==> config.mk <==
export PLATFORM = sky130hd
export DESIGN_NAME = oracle_place_ctrl
export DESIGN_NICKNAME = d
export VERILOG_FILES = /design/src/rtl/plc_pkg.sv /design/src/rtl/plc_lfsr.sv /design/src/rtl/plc_victim_sel.sv /design/src/rtl/plc_remote_slot.sv /design/src/rtl/oracle_place_ctrl.sv
export SDC_FILE = /design/constraint.sdc
export NUM_CORES = 1
export LEC_CHECK = 0
export CAP_MARGIN = 5
export CORE_ASPECT_RATIO = 1.75
export CORE_MARGIN = 2
export CORE_UTILIZATION = 55
export DETAILED_ROUTE_END_ITERATION = 10
export DONT_BUFFER_PORTS = 1
export PLACE_DENSITY = 0.73
export SLEW_MARGIN = 20
export SYNTH_ARGS = -nofsm -noshare
export SYNTH_HDL_FRONTEND = slang
export SYNTH_SLANG_ARGS = --single-unit
==> constraint.sdc <==
create_clock -name clk -period 88.3 [get_ports clk]
set_input_delay 22.075 -clock clk [delete_from_list [all_inputs] [get_ports clk]]
set_output_delay 22.075 -clock clk [all_outputs]
set_load 0.03 [all_outputs]
==> src/rtl/plc_pkg.sv <==
package plc_pkg;
    localparam int NCORE  = 4;
    localparam int NWAY   = 8;
    localparam int DW     = 8;
    localparam int LFSR_W = 16;
    localparam int CW     = $clog2(NCORE);
    localparam int WW     = $clog2(NWAY);

    typedef enum logic [1:0] {
        K_LHIT = 2'd0,
        K_MISS = 2'd1,
        K_RHIT = 2'd2,
        K_WB   = 2'd3
    } kind_e;

    localparam logic [1:0] LOC_NONE   = 2'd0;
    localparam logic [1:0] LOC_REMOTE = 2'd2;

    typedef struct packed {
        logic          l1_fill;
        logic          install_local;
        logic [WW-1:0] local_way;
        logic          spill;
        logic [CW-1:0] rem_cache;
        logic [WW-1:0] rem_way;
        logic          rem_over_spiller;
        logic          swap;
        logic          wb_merge;
    } decision_t;

    // Farthest next use among the local ways; the lowest index wins a tie.
    function automatic logic [WW-1:0] farthest_way(input logic [NWAY*DW-1:0] d);
        logic [DW-1:0] best;
        logic [WW-1:0] idx;
        best = d[DW-1:0];
        idx  = '0;
        for (int i = 1; i < NWAY; i++) begin
            if (d[i*DW +: DW] > best) begin
                best = d[i*DW +: DW];
                idx  = WW'(i);
            end
        end
        return idx;
    endfunction
endpackage

==> src/rtl/plc_lfsr.sv <==
module plc_lfsr
    import plc_pkg::*;
(
    input  logic              clk,
    input  logic              rst,
    input  logic              load,
    input  logic [LFSR_W-1:0] seed,
    output logic [LFSR_W-1:0] state
);
    logic fb;
    assign fb = state[15] ^ state[13] ^ state[12] ^ state[10];

    always_ff @(posedge clk) begin
        if (rst)
            state <= 16'hACE1;
        else if (load)
            state <= (seed == '0) ? 16'h0001 : seed;
        else
            state <= {state[LFSR_W-2:0], fb};
    end

    p_lfsr_alive_r6: assert property (@(posedge clk) disable iff (rst)
        state != '0);
endmodule

==> src/rtl/plc_victim_sel.sv <==
module plc_victim_sel
    import plc_pkg::*;
(
    input  logic               clk,
    input  logic               rst,
    input  logic               chk_en,
    input  logic [NWAY*DW-1:0] local_dist,
    input  logic [DW-1:0]      line_dist,
    output logic [WW-1:0]      far_way,
    output logic               line_farthest
);
    logic [DW-1:0] far_dist;

    always_comb far_way = farthest_way(local_dist);
    assign far_dist      = local_dist[int'(far_way)*DW +: DW];
    assign line_farthest = line_dist > far_dist;

    p_far_bounds_r4: assert property (@(posedge clk) disable iff (rst)
        chk_en |-> (far_dist >= local_dist[DW-1:0]) &&
                   (far_dist >= local_dist[(NWAY-1)*DW +: DW]));
    p_tie_low_r4: assert property (@(posedge clk) disable iff (rst)
        (chk_en && far_way != '0) |-> far_dist > local_dist[DW-1:0]);
endmodule

==> src/rtl/plc_remote_slot.sv <==
module plc_remote_slot
    import plc_pkg::*;
(
    input  logic                     clk,
    input  logic                     rst,
    input  logic                     chk_en,
    input  logic [CW-1:0]            start,
    input  logic [NCORE-1:0]         spiller_mask,
    input  logic [NCORE*NWAY*CW-1:0] rcv_own,
    input  logic [NCORE*NWAY*DW-1:0] rcv_dist,
    input  logic [NCORE*WW-1:0]      rcv_lru,
    output logic                     any_rcv,
    output logic [CW-1:0]            slot_cache,
    output logic [WW-1:0]            slot_way,
    output logic                     over_spiller
);
    logic [NCORE-1:0] rcv_mask;
    logic [CW-1:0]    lru_owner [NCORE];
    logic [CW-1:0]    pick, cand, vict_owner, own_cw;
    logic             found, hit;
    logic [DW-1:0]    best_d, cur_d;
    logic [CW-1:0]    best_c;
    logic [WW-1:0]    best_w;

    assign rcv_mask = ~spiller_mask;
    assign any_rcv  = |rcv_mask;

    for (genvar g = 0; g < NCORE; g++) begin : g_lru
        logic [WW-1:0] lw;
        assign lw           = rcv_lru[g*WW +: WW];
        assign lru_owner[g] = rcv_own[(g*NWAY + int'(lw))*CW +: CW];
    end

    // Step one: rotate from the random start to the first Receiver.
    always_comb begin
        pick  = '0;
        found = 1'b0;
        cand  = '0;
        for (int k = 0; k < NCORE; k++) begin
            cand = start + CW'(k);
            if (!found && rcv_mask[cand]) begin
                pick  = cand;
                found = 1'b1;
            end
        end
    end

    assign vict_owner = lru_owner[pick];

    // Step two: farthest block of that Spiller over every Receiver set.
    always_comb begin
        hit    = 1'b0;
        best_d = '0;
        best_c = '0;
        best_w = '0;
        own_cw = '0;
        cur_d  = '0;
        for (int c = 0; c < NCORE; c++) begin
            for (int w = 0; w < NWAY; w++) begin
                own_cw = rcv_own[(c*NWAY + w)*CW +: CW];
                cur_d  = rcv_dist[(c*NWAY + w)*DW +: DW];
                if (rcv_mask[c] && own_cw == vict_owner && (!hit || cur_d > best_d)) begin
                    hit    = 1'b1;
                    best_d = cur_d;
                    best_c = CW'(c);
                    best_w = WW'(w);
                end
            end
        end
    end

    assign over_spiller = any_rcv && spiller_mask[vict_owner];
    assign slot_cache   = over_spiller ? best_c : pick;
    assign slot_way     = over_spiller ? best_w : rcv_lru[int'(pick)*WW +: WW];

    p_slot_receiver_r6: assert property (@(posedge clk) disable iff (rst)
        (chk_en && any_rcv) |-> !spiller_mask[slot_cache]);
    p_slot_owner_r8: assert property (@(posedge clk) disable iff (rst)
        (chk_en && over_spiller) |->
            rcv_own[(int'(slot_cache)*NWAY + int'(slot_way))*CW +: CW] == vict_owner);
    p_slot_rcv_owned_r7: assert property (@(posedge clk) disable iff (rst)
        (chk_en && any_rcv && !over_spiller) |->
            !spiller_mask[rcv_own[(int'(slot_cache)*NWAY + int'(slot_way))*CW +: CW]]);
endmodule

==> src/rtl/oracle_place_ctrl.sv <==
module oracle_place_ctrl
    import plc_pkg::*;
#(
    parameter int LAT_LOCAL  = 7,
    parameter int LAT_REMOTE = 50,
    parameter int LAT_MISS   = 250
) (
    input  logic                     clk,
    input  logic                     rst,
    input  logic                     seed_load,
    input  logic [LFSR_W-1:0]        seed_val,
    input  logic                     req_valid,
    output logic                     req_ready,
    input  logic [1:0]               req_kind,
    input  logic [CW-1:0]            req_core,
    input  logic [1:0]               req_loc,
    input  logic [NCORE-1:0]         spiller_mask,
    input  logic [NWAY*DW-1:0]       local_dist,
    input  logic [WW-1:0]            local_lru,
    input  logic [DW-1:0]            line_dist,
    input  logic [NCORE*NWAY*CW-1:0] rcv_own,
    input  logic [NCORE*NWAY*DW-1:0] rcv_dist,
    input  logic [NCORE*WW-1:0]      rcv_lru,
    output logic                     done,
    output logic                     l1_fill,
    output logic                     install_local,
    output logic [WW-1:0]            local_way,
    output logic                     spill,
    output logic [CW-1:0]            rem_cache,
    output logic [WW-1:0]            rem_way,
    output logic                     rem_over_spiller,
    output logic                     swap,
    output logic                     wb_merge
);
    localparam int LCW = $clog2(LAT_MISS + 1);

    kind_e            kind;
    logic             accept, busy, req_is_spl;
    logic [LCW-1:0]   cnt, lat_d, lat_q, since_acc;
    logic [LFSR_W-1:0] rnd;
    logic [WW-1:0]    far_way, slot_way;
    logic             line_far, any_rcv, over_spl;
    logic [CW-1:0]    slot_cache;
    logic [NCORE-1:0] mask_q;
    decision_t        dec_d, dec_q;

    assign kind       = kind_e'(req_kind);
    assign req_ready  = !busy;
    assign accept     = req_valid && req_ready;
    assign req_is_spl = spiller_mask[req_core];

    plc_lfsr u_lfsr (
        .clk   (clk),
        .rst   (rst),
        .load  (seed_load),
        .seed  (seed_val),
        .state (rnd)
    );

    plc_victim_sel u_victim (
        .clk           (clk),
        .rst           (rst),
        .chk_en        (accept),
        .local_dist    (local_dist),
        .line_dist     (line_dist),
        .far_way       (far_way),
        .line_farthest (line_far)
    );

    plc_remote_slot u_slot (
        .clk          (clk),
        .rst          (rst),
        .chk_en       (accept),
        .start        (rnd[CW-1:0]),
        .spiller_mask (spiller_mask),
        .rcv_own      (rcv_own),
        .rcv_dist     (rcv_dist),
        .rcv_lru      (rcv_lru),
        .any_rcv      (any_rcv),
        .slot_cache   (slot_cache),
        .slot_way     (slot_way),
        .over_spiller (over_spl)
    );

    always_comb begin
        dec_d = '0;
        lat_d = LCW'(LAT_LOCAL);
        unique case (kind)
            K_LHIT: dec_d.l1_fill = 1'b1;
            K_MISS: begin
                dec_d.l1_fill = 1'b1;
                lat_d         = LCW'(LAT_MISS);
                if (req_is_spl && any_rcv) begin
                    dec_d.spill            = 1'b1;
                    dec_d.rem_cache        = slot_cache;
                    dec_d.rem_way          = slot_way;
                    dec_d.rem_over_spiller = over_spl;
                    if (!line_far) begin
                        dec_d.install_local = 1'b1;
                        dec_d.local_way     = far_way;
                    end
                end else begin
                    dec_d.install_local = 1'b1;
                    dec_d.local_way     = local_lru;
                end
            end
            K_RHIT: begin
                dec_d.l1_fill = 1'b1;
                lat_d         = LCW'(LAT_REMOTE);
                if (req_is_spl && !line_far) begin
                    dec_d.swap      = 1'b1;
                    dec_d.local_way = far_way;
                end
            end
            K_WB: begin
                if (req_loc == LOC_NONE) begin
                    dec_d.install_local = 1'b1;
                    dec_d.local_way     = local_lru;
                end else begin
                    dec_d.wb_merge = 1'b1;
                    if (req_loc == LOC_REMOTE) lat_d = LCW'(LAT_REMOTE);
                end
            end
            default: dec_d = '0;
        endcase
    end

    always_ff @(posedge clk) begin
        if (rst) begin
            busy   <= 1'b0;
            done   <= 1'b0;
            cnt    <= '0;
            lat_q  <= '0;
            dec_q  <= '0;
            mask_q <= '0;
        end else begin
            done <= 1'b0;
            if (accept) begin
                busy   <= 1'b1;
                cnt    <= lat_d - LCW'(1);
                lat_q  <= lat_d;
                dec_q  <= dec_d;
                mask_q <= spiller_mask;
            end else if (busy) begin
                if (cnt == '0) begin
                    busy <= 1'b0;
                    done <= 1'b1;
                end else begin
                    cnt <= cnt - LCW'(1);
                end
            end
        end
    end

    assign l1_fill          = dec_q.l1_fill;
    assign install_local    = dec_q.install_local;
    assign local_way        = dec_q.local_way;
    assign spill            = dec_q.spill;
    assign rem_cache        = dec_q.rem_cache;
    assign rem_way          = dec_q.rem_way;
    assign rem_over_spiller = dec_q.rem_over_spiller;
    assign swap             = dec_q.swap;
    assign wb_merge         = dec_q.wb_merge;

    // Checker counter: edges elapsed since the accepting edge.
    always_ff @(posedge clk) begin
        if (rst)
            since_acc <= '0;
        else if (accept)
            since_acc <= '0;
        else if (busy)
            since_acc <= since_acc + LCW'(1);
    end

    p_latency_r3: assert property (@(posedge clk) disable iff (rst)
        done |-> since_acc == lat_q);
    p_one_outstanding_r2: assert property (@(posedge clk) disable iff (rst)
        accept |=> (!req_ready && !done));
    p_done_pulse_r12: assert property (@(posedge clk) disable iff (rst)
        done |=> !done);
    p_wb_action_r11: assert property (@(posedge clk) disable iff (rst)
        (done && !l1_fill) |-> (wb_merge != install_local));
    p_spill_dest_r6: assert property (@(posedge clk) disable iff (rst)
        (done && spill) |-> !mask_q[rem_cache]);
endmodule

## After elaboration in Yosys (flattened, before gate mapping)

Cells that the tools add are included.

- Order comparisons: 46
- Shift-type cells: 6
- Bitwise logic cells: 6
- $mul: 1
- Reductions and logical operators: 146
- Mux-type cells: 179
- Add/subtract/negate cells: 8
- Equality and inequality tests: 37

Operator list:

| kind | number |
|---|---|
| $mux 8 | 41 |
| $gt 8x8->1 | 39 |
| $shiftx 64x32->2 | 3 |
| $mux 3 | 34 |
| $logic_and 1x1->1 | 70 |
| $eq 2x2->1 | 32 |
| $shiftx 64x5->2 | 1 |
| $shiftx 64x7->8 | 1 |
| $mux 1 | 59 |
| $mux 2 | 27 |
| $logic_not 1->1 | 36 |
| $mux 16 | 2 |
| $shiftx 12x32->3 | 1 |
| $logic_or 1x1->1 | 31 |
| $pmux 8 s3 | 1 |
| $lt 2x3->1 const B | 6 |
| $logic_not 16->1 | 1 |
| $sub 8x1->8 const B | 2 |
| $mux 7 | 2 |
| $add 5x3->6 const A | 2 |
| $bmux 1 s2 | 6 |
| $mux 4 | 3 |
| $pmux 3 s3 | 1 |
| $logic_not 8->1 | 1 |
| 20 further kinds | 27 |

- Output and inout port bits: 16
- Logic and storage cells: 442
- Register bits after elaboration: 40
- Input port bits: 437

## Logic depth before layout (Yosys ltp)

Gate-level depths: netlist of the first run.

- Depth after elaboration: 147
- Depth in mapped cells: 382
- Mapped depth without buffers: 367

## Cells and area by module

A second synthesis of the first run with hierarchy kept.

- Cell total of the unflattened synthesis: 2519
- Area, all modules: 18233.7 um^2

By module, submodules not included:

| module | area an instance (um^2) | cells an instance | sequential area each (um^2) | instances |
|---|---|---|---|---|
| plc_remote_slot | 13344.0 | 1892 | 0.0 | 1 |
| plc_victim_sel | 3050.4 | 432 | 0.0 | 1 |
| oracle_place_ctrl | 1182.4 | 134 | 480.5 | 1 |
| plc_lfsr | 656.9 | 61 | 320.3 | 1 |

## Worst setup path after synthesis of the first run

OpenSTA, ideal clock, no wires.

- Path kind: input-to-reg
- From: input port spiller_mask[0]
- To: register dec_q, in the netlist rem_cache[0]
- Arrival: 83.642 ns
- Setup time: 0.139 ns
- Stages: 367
- Required time: 88.161 ns
- Buffers on the path: 27
- Slack: 4.519 ns
- Path through: buf_6 -> or2_1 -> and2_1 -> o22ai_1 -> buf_2 -> nor3_1 -> nor4_1 -> buf_4 -> xnor2_2 -> nor3_1 -> clkbuf_1 -> nand2_1 -> ha_1 -> a21o_1 -> a21o_1 -> a21oi_1 -> o21ai_0 -> o21a_1 -> (+331 left out) -> a211oi_1 -> a21oi_1 -> o21ai_1 -> clkbuf_1 -> o22ai_1 -> ha_1 -> nor2b_1 -> o21a_1 -> o21ai_0 -> nand2b_1 -> a21oi_1 -> o21ai_0 -> o21ai_0 -> o21ai_0 -> a21oi_1 -> nand2_1 -> a211oi_1 -> a211oi_1

- Cells in the longest elaborated chain, start to end: 147
- Elaborated cells on any way between the ends: 310
- Classes of those cells: order compare (31); eq/ne (32); mux (111); bitwise (2); reduce/logical (134)

RTL lines:

| item | RTL line | source |
|---|---|---|
| start: declaration | oracle_place_ctrl.sv:17 | `input logic [NCORE-1:0] spiller_mask,` |
| $not 4->4 | plc_remote_slot.sv:25 | `assign rcv_mask = ~spiller_mask;` |
| $bmux 1 s2 | plc_remote_slot.sv:41 | `if (!found && rcv_mask[cand]) begin` |
| $mux 1 (implied by the code) | plc_remote_slot.sv:41 |  |
| $mux 1 | plc_remote_slot.sv:41 |  |
| $logic_not 1->1 | plc_remote_slot.sv:41 |  |
| $logic_and 1x1->1 | plc_remote_slot.sv:41 |  |
| $mux 1 | plc_remote_slot.sv:41 |  |
| $logic_not 1->1 | plc_remote_slot.sv:41 |  |
| (+131 left out) | -- |  |
| $mux 8 or $mux 1 (tied branches) | plc_remote_slot.sv:62 | `if (rcv_mask[c] && own_cw == vict_owner && (!hit \|\| cur_d > best_d)) begin` |
| $gt 8x8->1 or $logic_not 1->1 (tied branches) | plc_remote_slot.sv:62 |  |
| $logic_or 1x1->1 | plc_remote_slot.sv:62 |  |
| $logic_and 1x1->1 | plc_remote_slot.sv:62 |  |
| $mux 2 | plc_remote_slot.sv:62 |  |
| $mux 2 | plc_remote_slot.sv:73 | `assign slot_cache = over_spiller ? best_c : pick;` |
| $mux 7 * | oracle_place_ctrl.sv:93 | `if (req_is_spl && any_rcv) begin` |
| $mux 7 * | oracle_place_ctrl.sv:88 | `unique case (kind)` |
| end signal: assignment | oracle_place_ctrl.sv:134 | `dec_q <= '0;` |
| end signal: assignment | oracle_place_ctrl.sv:142 | `dec_q <= dec_d;` |
| end: declaration | oracle_place_ctrl.sv:45 | `decision_t dec_d, dec_q;` |

Every way passes the cells marked *; elsewhere a longest branch is shown, timed or not. The select of a mux whose other input is x is not followed.
A chain may end at the register's enable or synchronous reset.

## Worst setup path in the final report of the first run

- From: input port rcv_lru[3]
- To: register dec_q, in the netlist rem_way[2]

- Cells in the longest elaborated chain, start to end: 135
- Elaborated cells on any way between the ends: 290
- Classes of those cells: add/sub (1); order compare (31); eq/ne (32); shift (2); mux (98); reduce/logical (126)

RTL lines:

| item | RTL line | source |
|---|---|---|
| start: declaration | oracle_place_ctrl.sv:23 | `input logic [NCORE*WW-1:0] rcv_lru,` |
| $add 4x3->5 | plc_remote_slot.sv:31 | `assign lru_owner[g] = rcv_own[(g*NWAY + int'(lw))*CW +: CW];` |
| $shiftx 64x32->2 | plc_remote_slot.sv:31 |  |
| $bmux 2 s2 | plc_remote_slot.sv:48 | `assign vict_owner = lru_owner[pick];` |
| $mux 2 (implied by the code) (2 in series) | plc_remote_slot.sv:48 |  |
| $eq 2x2->1 | plc_remote_slot.sv:62 |  |
| $logic_and 1x1->1 | plc_remote_slot.sv:62 |  |
| $mux 8 or $mux 1 (tied branches) | plc_remote_slot.sv:62 |  |
| $gt 8x8->1 or $logic_not 1->1 (tied branches) | plc_remote_slot.sv:62 |  |
| (+118 left out) | -- |  |
| $mux 8 or $mux 1 (tied branches) | plc_remote_slot.sv:62 |  |
| $gt 8x8->1 or $logic_not 1->1 (tied branches) | plc_remote_slot.sv:62 |  |
| $logic_or 1x1->1 | plc_remote_slot.sv:62 |  |
| $logic_and 1x1->1 | plc_remote_slot.sv:62 |  |
| $mux 3 | plc_remote_slot.sv:62 |  |
| $mux 3 * | plc_remote_slot.sv:74 | `assign slot_way = over_spiller ? best_w : rcv_lru[int'(pick)*WW +: WW];` |
| $mux 7 * | oracle_place_ctrl.sv:93 |  |
| $mux 7 * | oracle_place_ctrl.sv:88 |  |

Marks and branches as above.

==> results.md, run 1 <==
Logic synthesis:
- The largest family of logic cells by synthesized area is compound AO/OA/AOI/OAI gates.
- The count of warnings emitted by yosys is 0.
- Of the total synthesized cell area, the portion taken by AND, OR, NAND and NOR gates is 21.6%.
- Summing the areas of all fa, ha and maj instances in the mapped netlist gives 20.7% of the synthesized area.
- The post-synth net total is 3,191.
- After synthesis the netlist holds a flip-flop and latch count of 40.
- Of the synthesized area, sequential elements account for 4.58%.
- The count of mapped cells out of synthesis is 2,465.
- Yosys mapped a number of flops with a built-in enable equal to 0.
- The most used flip-flop cell after synthesis is sky130_fd_sc_hd__dfxtp_1.
- In this run the cell area of the synthesized design comes to 17,500 sq um.
- Averaged over all synthesized cells, the footprint is 7.09 sq um.
- The synthesized-area fraction occupied by ao, oa, aoi and oai cells is 28.7%.
- The post-synthesis xor/xnor area fraction is 4.15%.
- In the synthesized netlist the async set-or-reset flop fraction comes to 0%.
- After synthesis, the share of cell area in mux cells is 12.4%.
- The number of unique standard cell types used by synthesis is 111.

Die:
- The starting density of the core is 55.6%.
- In this run the core area contains 86 standard-cell rows.
- The die boundary height is 240 um.
- The die covers 33,300 sq um.
- Pin placement for this block handled 453 I/O pins.
- After floorplanning, the core was sized to cover 31,400 sq um.
- The die extent in x is 139 um.

Clock tree:
- Clock tree synthesis selected as its root buffer the cell sky130_fd_sc_hd__clkbuf_16.
- Hold repair after CTS inserted 0 buffers.
- Clock-pin slew was measured on the worst setup and hold paths at 60 ps.
- In this run, CTS created clock tree buffers numbering 5.
- The number of H-tree levels is 2.
- The number of buffers between clock root and the deepest sink is 2.
- The clock tree from TritonCTS is done.
- At the later pin of the worst-skew pair, clock insertion delay measures 290 ps.
- The tree built by TritonCTS fans out to 40 sinks.

Timing:
- In the finished design, the share of the clock period the worst path needs comes to 95.3%.
- Setup violations remaining at the end of the flow were counted as 0.
- The final total negative setup slack is 0 ps.
- The worst hold slack across all endpoints is 462 ps.
- The final hold violation count is 0.
- On the final layout, the worst clock skew is 7.73 ps.
- The final-report max-slew violation count was 0.
- The worst slew margin relative to its limit is 32.1%.
- The worst setup margin is 4180 ps.
- The transition at the pin with the smallest max-transition slack is 1010 ps.
- The shortest period the worst path allows is 84,120 ps.
- The highest clock rate is 0.0119 GHz.

Finish:
- The fraction of final layout cells with drive strength greater than 1 is 13.6%.
- The layout net count is 3,202.
- The antenna diode instance count is 0.
- Leaving out fill and tap cells, the most frequent cells in the layout are sky130_fd_sc_hd__ha_1 (289), sky130_fd_sc_hd__inv_1 (269), sky130_fd_sc_hd__nor2_1 (226), sky130_fd_sc_hd__a21oi_1 (188), sky130_fd_sc_hd__nand2_1 (169).
- From synthesis to final layout, the design area changed by 7.76%.
- The commonest non-fill, non-tap cell in the layout is sky130_fd_sc_hd__ha_1.

Flow run:
- The tool flagged a number of max-cap violations equal to 0.

Min path:
- The classification of the worst-slack hold path is flip-flop to flip-flop.

Setup path:
- The kind of capture point of the worst setup path is a flip-flop.
- The sort of element at the start of the critical path is an input pin.
- The longest individual stage delay on the worst path is 600 ps.
- The slowest stage of the critical path is the sky130_fd_sc_hd__or4_4 cell.
- The maximum net fanout on the critical path is 16.
- Data arrives at the worst endpoint at 84,280 ps.
- For the worst setup path, the data required time is 88,470 ps.
- The critical path's most frequent cell is sky130_fd_sc_hd__a21oi_1.
- The critical path in this run is classified as input pin to flip-flop.

GRT:
- The via count of the first global-routing pass is 19,068.
- Entering global routing, the biggest net connects 42 pins.
- Global routing consumed, over all layers together, 35.3% of the routing resources.
- The remaining global-route overflow is 0.
- The global-route wire length before repair is 95.5 mm.
- The number of antenna violations at the first check in global routing is 2.

Detailed routing:
- In the final routed layout, each cell accounts on average for 22.2 um.
- For this block, the routed nets add up to 63.7 mm of wire.
- In the routed layout, each cell is associated on average with a via count of 6.59.
- The number of iterations in the first detailed-routing pass is 7.
- The antenna violation net count after detailed routing is 0.
- Across all layers, the routed design uses 18,925 vias.
- In the routed design, unresolved DRC markers number 0.
- For this block, the initial DRC count from the detailed router was 952.

Placed design:
- The congestion estimate from routability-driven global placement came to 1.04.
- The worst setup slack after placement is -1610 ps.
- The port buffer count is 0.
- The wire-length estimate of the detail-placed layout is 54.8 mm.

Run status:
- The run finished with clean final reports.
==> final timing paths <==
path / from / depth (start not counted) / slack [ps] / endpoint
worst min-delay path: cnt[7] / 1 / 460 / done
worst min register to register: cnt[7] / 1 / 460 / done
worst max-delay path: rcv_lru[3] / 366 / 4180 / rem_way[2]
worst max register to register: u_lfsr.state[1] / 365 / 25510 / rem_way[2]
==> per-stage QoR <==
| stage | std cells | util [%] | area, sq um |
|---|---|---|---|
| 6_report | 2873 | 59.9 | 18800 |
| 5_1_grt | 2873 | 59.9 | 18800 |
| 4_1_cts | 2823 | 57.4 | 18000 |
| 3_5_place_dp | 2815 | 56.8 | 17800 |
| 3_3_place_gp | 2815 | 56.8 | 17800 |
| 2_1_floorplan | 2465 | - | 17500 |
==> timing repair <==
item,4_1_cts,5_1_grt
cloned,0,2
buffers inserted,0,48
endpoints found under the setup margin,5,5
gates resized for setup,6,103
pin swaps,0,28
==> synth_stat cells, drive strengths merged, types with 33 or more instances <==
master / count / area [sq um]
ha: 289 / 3620
inv: 270 / 1020
nor2: 232 / 871
a21oi: 211 / 1070
o21ai: 174 / 875
nand2: 171 / 644
mux2: 95 / 1080
nor3: 81 / 420
xnor2: 78 / 691
a21o: 74 / 556
nand3: 71 / 355
mux2i: 68 / 697
nor2b: 49 / 307
clkbuf: 42 / 163
o21a: 41 / 308
dfxtp: 40 / 801
a211oi: 33 / 285
buf: 33 / 191
nand2b: 33 / 214
==> flip-flops by register name, indices dropped and copies added, names as in the netlist, 2 cells and up <==
signal,count
cnt,8
rem_way,3
rem_cache,2
u_lfsr.state,16
local_way,3
==> kinds of logic (layout without fill, tap and decap cells) <==
| group | after synthesis | in the layout |
|---|---|---|
| XOR/XNOR | 82 | 82 |
| buffers and inverters | 346 | 356 |
| flip-flops | 40 | 40 |
| AO/OA/AOI/OAI | 749 | 750 |
| multiplexers | 180 | 180 |
| AND/OR/NAND/NOR | 779 | 780 |
| adder cells (fa/ha/maj) | 289 | 289 |
==> critical path: cells and delay by family <==
| family | cells | cell delay (ps) |
|---|---|---|
| AOI/OAI and AO/OA | 190 | 32760 |
| xor gates and xnor gates | 1 | 110 |
| adders and majority gates | 31 | 8030 |
| buffers and inverters | 40 | 5040 |
| muxes | 18 | 6010 |
| and+or+nand+nor | 86 | 10060 |
==> final cells by class <==
class / count / area [sq um]
Clock buffer: 6 / 129
Fill cell: 2991 / 12600
Clock inverter: 2 / 35.0
Multi-Input combinational cell: 2081 / 15700
Timing Repair Buffer: 78 / 614
Inverter: 270 / 1020
Sequential cell: 40 / 801
Tap cell: 396 / 495
==> routing by layer <==
layer | routed length [um] | share of wire, % | track usage (%)
met5 | 27 | 0.042 | 0
met4 | 5570 | 8.7 | 25.3
met3 | 5310 | 8.3 | 9.88
met2 | 32900 | 52 | 69.3
met1 | 19900 | 31 | 30.1
Power of run 1 is left out: the tool's default activity adds up to more than one toggle a clock period on the data nets, which glitch-free logic cannot reach.
==> inputs of run 2 (changes only) <==
Settings changed: PLACE_DENSITY 0.73 to 0.7.
Clock period 88.3 ns to 83.5 ns, I/O delays scaled along.
==> run 2 against run 1 <==
- global-route usage up 2.5 points
- worst hold slack lost 9.2 ps
- design area increased by 4.9%
==> results.md, run 2 (synthesis results as in run 1) <==
Finish:
- The layout net count is 3,254 (was 3,202).
- The commonest non-fill, non-tap cell in the layout is sky130_fd_sc_hd__ha_1 (unchanged).
- Commonest cells after routing, fill and taps aside: sky130_fd_sc_hd__ha_1 (287), sky130_fd_sc_hd__inv_1 (269), sky130_fd_sc_hd__nor2_1 (219), sky130_fd_sc_hd__nand2_1 (169), sky130_fd_sc_hd__a21oi_1 (164) (was sky130_fd_sc_hd__ha_1 (289), sky130_fd_sc_hd__inv_1 (269), sky130_fd_sc_hd__nor2_1 (226), sky130_fd_sc_hd__a21oi_1 (188), sky130_fd_sc_hd__nand2_1 (169)).
- Leading registers by flop count: u_lfsr.state: 16 flops, cnt: 8 flops (unchanged).
- The count of fill cells added during filler insertion is 2,899 (was 2,991).
- The area growth from synthesis to final layout was 13.0% (was 7.76%).
- The fraction of final layout cells with drive strength greater than 1 was 18.5% (was 13.6%).
- The sequential cell area is 801 sq um (unchanged).
- The area used by multi-input combinational logic came to 16,200 sq um (was 15,700 sq um).
- The number of flip-flops under the largest register name was 16 (unchanged).
- The most flop-heavy register is u_lfsr.state (unchanged).

Setup path:
- The cell with the biggest individual delay on the critical path was sky130_fd_sc_hd__mux4_2 (was sky130_fd_sc_hd__or4_4).
- The kind of capture point of the worst setup path is a flip-flop (unchanged).
- The maximum net fanout on the critical path is 15 (was 16).
- The endpoint required time on the critical path came to 83,670 ps (was 88,470 ps).
- The critical path's most frequent cell is sky130_fd_sc_hd__ha_1 (was sky130_fd_sc_hd__a21oi_1).
- The sort of element at the start of the critical path is an input pin (unchanged).
- The classification of the worst setup path is input pin to flip-flop (unchanged).
- The data arrival time at the worst-slack endpoint is 80,520 ps (was 84,280 ps).
- The longest individual stage delay on the worst path was 510 ps (was 600 ps).

Timing:
- The final-report max-slew violation count was 0 (unchanged).
- The worst hold slack across all endpoints is 453 ps (was 462 ps).
- The final hold violation count is 0 (unchanged).
- The worst path uses 96.2% of the clock period.
- The number of endpoints failing setup at the final stage is 0 (unchanged).
- The highest clock rate is 0.0124 GHz.
- The transition at the pin with the smallest max-transition slack was 1090 ps (was 1010 ps).
- The clock skew after layout came to 11.5 ps (was 7.73 ps).
- The worst slew margin relative to its limit came to 26.6% (was 32.1%).
- The shortest period the worst path allows is 80,350 ps.

Min path:
- The classification of the worst-slack hold path is flip-flop to flip-flop (unchanged).

Die:
- The die boundary height is 240 um (unchanged).
- The die extent in x is 139 um (unchanged).
- The area of the die came to 33,300 sq um (unchanged).
- The placeable core area was 31,400 sq um (unchanged).
- The number of top-level design ports is 453 (unchanged).
- The placement row count is 86 (unchanged).
- The starting density of the core is 55.6% (unchanged).

Clock tree:
- The CTS sink count is 40 (unchanged).
- The number of buffers inserted during clock tree synthesis came to 5 (unchanged).
- The clock tree from TritonCTS is done (unchanged).
- The post-CTS clock slew at the launch and capture registers of the worst setup and hold paths came to 70 ps (was 60 ps).
- The count of hold buffers inserted by post-cts repair came to 0 (unchanged).
- The cell at the root of the clock tree is sky130_fd_sc_hd__clkbuf_16 (unchanged).
- The number of buffers between clock root and the deepest sink is 2 (unchanged).
- The insertion delay to the later sink of the worst-skew pair is 290 ps (about the same).
- The number of H-tree levels was 2 (unchanged).

GRT:
- The overall routing resource usage was 37.8% (was 35.3%).
- The remaining global-route overflow was 0 (unchanged).
- The global-route wire length before repair is 100 mm (was 95.5 mm).
- The via count of the first global-routing pass was 19,535 (was 19,068).
- The number of antenna violations at the first check in global routing was 1 (was 2).
- The maximum number of pins on one net before global-route repair is 51 (was 42).

Placed design:
- The post-DP HPWL is 58.7 mm (was 54.8 mm).
- The placer congestion estimate was 1.04 (about the same).
- The port buffer count is 0 (unchanged).

Flow run:
- The reported max-cap violation count was 0 (unchanged).

Detailed routing:
- The wire length after detailed routing is 69.0 mm (was 63.7 mm).
- The via count normalized by instance count came to 6.68 (was 6.59).
- The number of iterations in the first detailed-routing pass is 7 (unchanged).
- The average wire length per cell after detail routing is 23.6 um (was 22.2 um).
- The antenna violation net count after detailed routing came to 0 (unchanged).
- The first-iteration detailed-routing DRC count is 869 (was 952).
- The DRC violation count after routing is 0 (unchanged).
- The routed via count was 19,556 (was 18,925).

Run status:
- Result of the run: completed (unchanged).
==> run 2: cell count changes in the layout (fill, tap and decap cells not counted), sizes merged <==
| cell | delta |
|---|---|
| o21a | +2 |
| clkbuf | -2 |
| o21ai | -1 |
| buf | +52 |
| clkinvlp | +1 |
| diode | +2 |
==> run 2: worst max-delay path: cells and delay by family <==
kind / cells / cell delay, ps
compound gates: 184 / 30970
xor+xnor: 1 / 90
fa+ha+maj: 31 / 8090
buf+inv: 45 / 5400
mux: 19 / 5800
simple gates: 74 / 9190
==> run 2: path summary, 6_finish.rpt <==
path,from,to,slack [ps],cells after the start
worst min-delay path,cnt[7],done,450,1
worst max-delay path,rcv_lru[9],rem_cache[0],3150,354
worst max register to register,u_lfsr.state[0],rem_cache[0],23240,354
worst min register to register,cnt[7],done,450,1
==> run 2: timing repair <==
action	in CTS	in global routing
resized for setup	12	236
cloned	0	4
buffers inserted	0	60
pin swaps	0	65
endpoints found under the setup margin	5	5
==> run 2: cell type report <==
type                       count  share of cell area (%)
timing repair buffer         129                    5.37
clock buffer                   5                   0.634
tap                          396                    2.51
multi-input combinational   2082                    82.0
clock inverter                 3                   0.215
inverter                     270                    5.15
sequential                    40                    4.06
antenna                        2                  0.0254
==> run 2: per-stage QoR <==
| step | instances | util, % | cell area, sq um | worst slack, ps | TNS (ps) |
|---|---|---|---|---|---|
| global route | 2925 | 62.8 | 19700 | -541 | -2360 |
| global placement | 2853 | 57.8 | 18200 | 854 | 0 |
| CTS | 2861 | 58.4 | 18400 | 65.9 | 0 |
| finish | 2927 | 62.8 | 19700 | 3150 | 0 |
| detailed placement | 2853 | 57.8 | 18200 | -1030 | -4450 |
| floorplan | 2465 | - | 17500 | 919 | 0 |
==> run 2: metal layers <==
metal	global-route usage (%)	up-vias	share of wire, %
met5	0	-	0
met4	31.8	0	10
met3	11.5	420	8.8
met2	73.6	970	51
met1	30.3	9028	29
li1	-	9138	-
Power of run 2 is left out for the same reason.
==> inputs of run 3 (changes only) <==
Settings changed: CORE_MARGIN 2 to 5, CORE_UTILIZATION 55 to 37, PLACE_DENSITY 0.7 to not set.
==> run 3 against run 2 <==
- critical path depth increased by 11
- sequential cell count did not move
- wire length rose by 5.8%
- worst hold slack better by 2.5 ps
- first-iteration DRC count grew 3.9%
- global-route usage fell by 12 points
- non-clock buffer count grew 36
- maximum frequency about the same
- final cell count grew 7.8%
- critical path type unchanged
- critical endpoint unchanged
- highest routed layer is now met5
==> results.md, run 3 (synthesis results as in run 1) <==
Finish:
- The area growth from synthesis to final layout is 17.5% (was 13.0%).
- The number of flip-flops under the largest register name was 16 (unchanged).
- The most flop-heavy register is u_lfsr.state (unchanged).
- The commonest non-fill, non-tap cell in the layout is sky130_fd_sc_hd__ha_1 (unchanged).
- The fraction of final layout cells with drive strength greater than 1 came to 20.3% (was 18.5%).
- The area used by multi-input combinational logic is 16,400 sq um (was 16,200 sq um).
- Leading registers by flop count: u_lfsr.state: 16 flops, cnt: 8 flops (unchanged).
- The count of fill cells added during filler insertion is 4,802 (was 2,899).
- The layout net count is 3,291 (was 3,254).
- The count of non-filler cells in the finished layout is 3,155 (was 2,927).
- Commonest cells after routing, fill and taps aside: sky130_fd_sc_hd__ha_1 (282), sky130_fd_sc_hd__inv_1 (268), sky130_fd_sc_hd__nor2_1 (221), sky130_fd_sc_hd__nand2_1 (167), sky130_fd_sc_hd__a21oi_1 (158) (was sky130_fd_sc_hd__ha_1 (287), sky130_fd_sc_hd__inv_1 (269), sky130_fd_sc_hd__nor2_1 (219), sky130_fd_sc_hd__nand2_1 (169), sky130_fd_sc_hd__a21oi_1 (164)).
- The sequential cell area was 801 sq um (unchanged).

Detailed routing:
- The wire length after detailed routing is 73.0 mm (was 69.0 mm).
- The routed via count came to 19,167 (was 19,556).
- The antenna violation net count after detailed routing came to 0 (unchanged).
- The average wire length per cell after detail routing came to 23.1 um (was 23.6 um).
- The via count normalized by instance count is 6.08 (was 6.68).
- The DRC violation count after routing was 0 (unchanged).
- The first-iteration detailed-routing DRC count is 903 (was 869).
- The number of iterations in the first detailed-routing pass is 6 (was 7).

Min path:
- The source of the worst hold timing path was cnt[7] (unchanged).
- The worst hold endpoint is done (unchanged).
- The cell count of the worst hold path came to 1 (unchanged).
- The classification of the worst-slack hold path was flip-flop to flip-flop (unchanged).

Placed design:
- The post-DP HPWL is 62.8 mm (was 58.7 mm).
- The placer congestion estimate came to 0.986 (was 1.04).
- The port buffer count is 0 (unchanged).
- The count of placed standard cells including taps is 3,053 (was 2,853).

Clock tree:
- The number of buffers between clock root and the deepest sink came to 2 (unchanged).
- The clock tree from TritonCTS is done (unchanged).
- The CTS sink count is 40 (unchanged).
- The insertion delay to the later sink of the worst-skew pair came to 290 ps (about the same).
- The number of H-tree levels is 2 (unchanged).
- The number of buffers inserted during clock tree synthesis is 5 (unchanged).
- The cell at the root of the clock tree is sky130_fd_sc_hd__clkbuf_16 (unchanged).
- The count of hold buffers inserted by post-cts repair is 0 (unchanged).
- The post-CTS clock slew at the launch and capture registers of the worst setup and hold paths was 60 ps (was 70 ps).

Setup path:
- The count of buffering cells on the critical path with inverters included is 49 (was 45).
- The data arrival time at the worst-slack endpoint is 80,580 ps (was 80,520 ps).
- The beginning of the worst register-to-register path was u_lfsr.state[0] (unchanged).
- The capture point of the worst reg-to-reg path is rem_cache[0] (unchanged).
- The sort of element at the start of the critical path is an input pin (unchanged).
- The launch point of the worst path is rcv_lru[9] (unchanged).
- The number of cells traversed by the worst register-to-register path was 365 (was 354).
- The register-to-register setup slack is 23,210 ps (was 23,240 ps).
- The endpoint required time on the critical path is 83,660 ps (was 83,670 ps).
- The classification of the worst setup path is input pin to flip-flop (unchanged).
- The cell with the biggest individual delay on the critical path is sky130_fd_sc_hd__or4_4 (was sky130_fd_sc_hd__mux4_2).
- The dominant delay contributor by cell family on the critical path is compound AO/OA/AOI/OAI gates (unchanged).
- The critical path's most frequent cell is sky130_fd_sc_hd__ha_1 (unchanged).
- The maximum net fanout on the critical path is 11 (was 15).
- The longest individual stage delay on the worst path is 620 ps (was 510 ps).
- The kind of capture point of the worst setup path is a flip-flop (unchanged).

Timing:
- The highest clock rate came to 0.0124 GHz (about the same).
- The number of endpoints failing setup at the final stage is 0 (unchanged).
- The post-route clock period utilization is 96.3% (was 96.2%).
- The final hold violation count is 0 (unchanged).
- The clock skew after layout came to 4.39 ps (was 11.5 ps).
- The worst slew margin relative to its limit came to 25.3% (was 26.6%).
- The shortest period the worst path allows came to 80,420 ps (was 80,350 ps).
- The final-report max-slew violation count was 0 (unchanged).
- The transition at the pin with the smallest max-transition slack came to 1110 ps (was 1090 ps).

Die:
- The number of top-level design ports is 453 (unchanged).
- The area of the die is 51,800 sq um (was 33,300 sq um).
- The placeable core area came to 46,800 sq um (was 31,400 sq um).
- The placement row count was 105 (was 86).
- The starting density of the core is 37.3% (was 55.6%).
- The die extent in x came to 174 um (was 139 um).
- The die boundary height is 297 um (was 240 um).

GRT:
- The maximum number of pins on one net before global-route repair is 51 (unchanged).
- The number of antenna violations at the first check in global routing is 6 (was 1).
- The via count of the first global-routing pass is 19,405 (was 19,535).
- The overall routing resource usage was 25.7% (was 37.8%).
- The global-route wire length before repair is 107 mm (was 100 mm).
- The remaining global-route overflow was 0 (unchanged).

Flow run:
- The reported max-cap violation count came to 0 (unchanged).

Run status:
- Result of the run: completed (unchanged).
==> run 3: cell types whose count changed in the layout (fill, tap and decap cells not counted), sizes merged <==
cell / before / now
clkinvlp: 1 / 0
nand2b: 33 / 34
clkbuf: 5 / 6
dlymetal6s2s: 0 / 1
buf: 129 / 163
clkdlybuf4s15: 0 / 1
diode: 2 / 1
nor2b: 49 / 50
o21a: 43 / 42
==> run 3: worst reg2reg max path, delay by kind of cell (launching register included) <==
| kind | cells | cell delay, ps |
|---|---|---|
| compound gates | 187 | 31420 |
| xor+xnor | 1 | 160 |
| fa+ha+maj | 31 | 7680 |
| buf+inv | 48 | 5670 |
| flops | 1 | 520 |
| mux | 18 | 5030 |
| simple gates | 80 | 9760 |
==> run 3: per-stage QoR <==
stage	TNS [ps]	hold WS, ps	cell area, sq um	setup slack, ps	utilization (%)
after floorplan	0	421	17500	919	-
after global placement	-5210	443	18400	-1370	39.4
after detailed placement	-11980	456	18400	-2730	39.4
after CTS	0	465	18800	23.7	40.1
after global routing	-3180	475	20500	-718	43.9
final	0	455	20500	3080	43.9
==> run 3: metal layers <==
metal / routed length, um / vias up / track usage, %
met5: 56 / - / 0
met4: 5090 / 8 / 14.6
met3: 5870 / 267 / 7.86
met2: 38600 / 706 / 50.5
met1: 23400 / 8991 / 22.5
li1: - / 9195 / -
==> run 3: layout make-up <==
| cell class | count | share of cell area, % |
|---|---|---|
| clock inverter | 2 | 0.189 |
| antenna | 1 | 0.0122 |
| multi-input combinational | 2083 | 80.1 |
| sequential | 40 | 3.90 |
| inverter | 270 | 4.95 |
| timing repair buffer | 165 | 6.58 |
| clock buffer | 6 | 0.676 |
| tap | 588 | 3.58 |
==> run 3: worst max-delay path by stage <==
stage	endpoint	slack [ps]	cells after the start
global placement	rem_cache[0]	-1370	356
finish	rem_cache[0]	3080	365
detailed placement	rem_cache[0]	-2730	358
CTS	rem_cache[0]	20	362
floorplan	rem_cache[0]	920	367
global route	rem_cache[0]	-720	366
==> run 3: what timing repair did <==
action	4_1_cts	5_1_grt
resized for setup	32	264
pin swaps	5	77
cloned	0	8
endpoints found under the setup margin	5	5
buffers inserted	6	79
Power of run 3 is left out for the same reason.
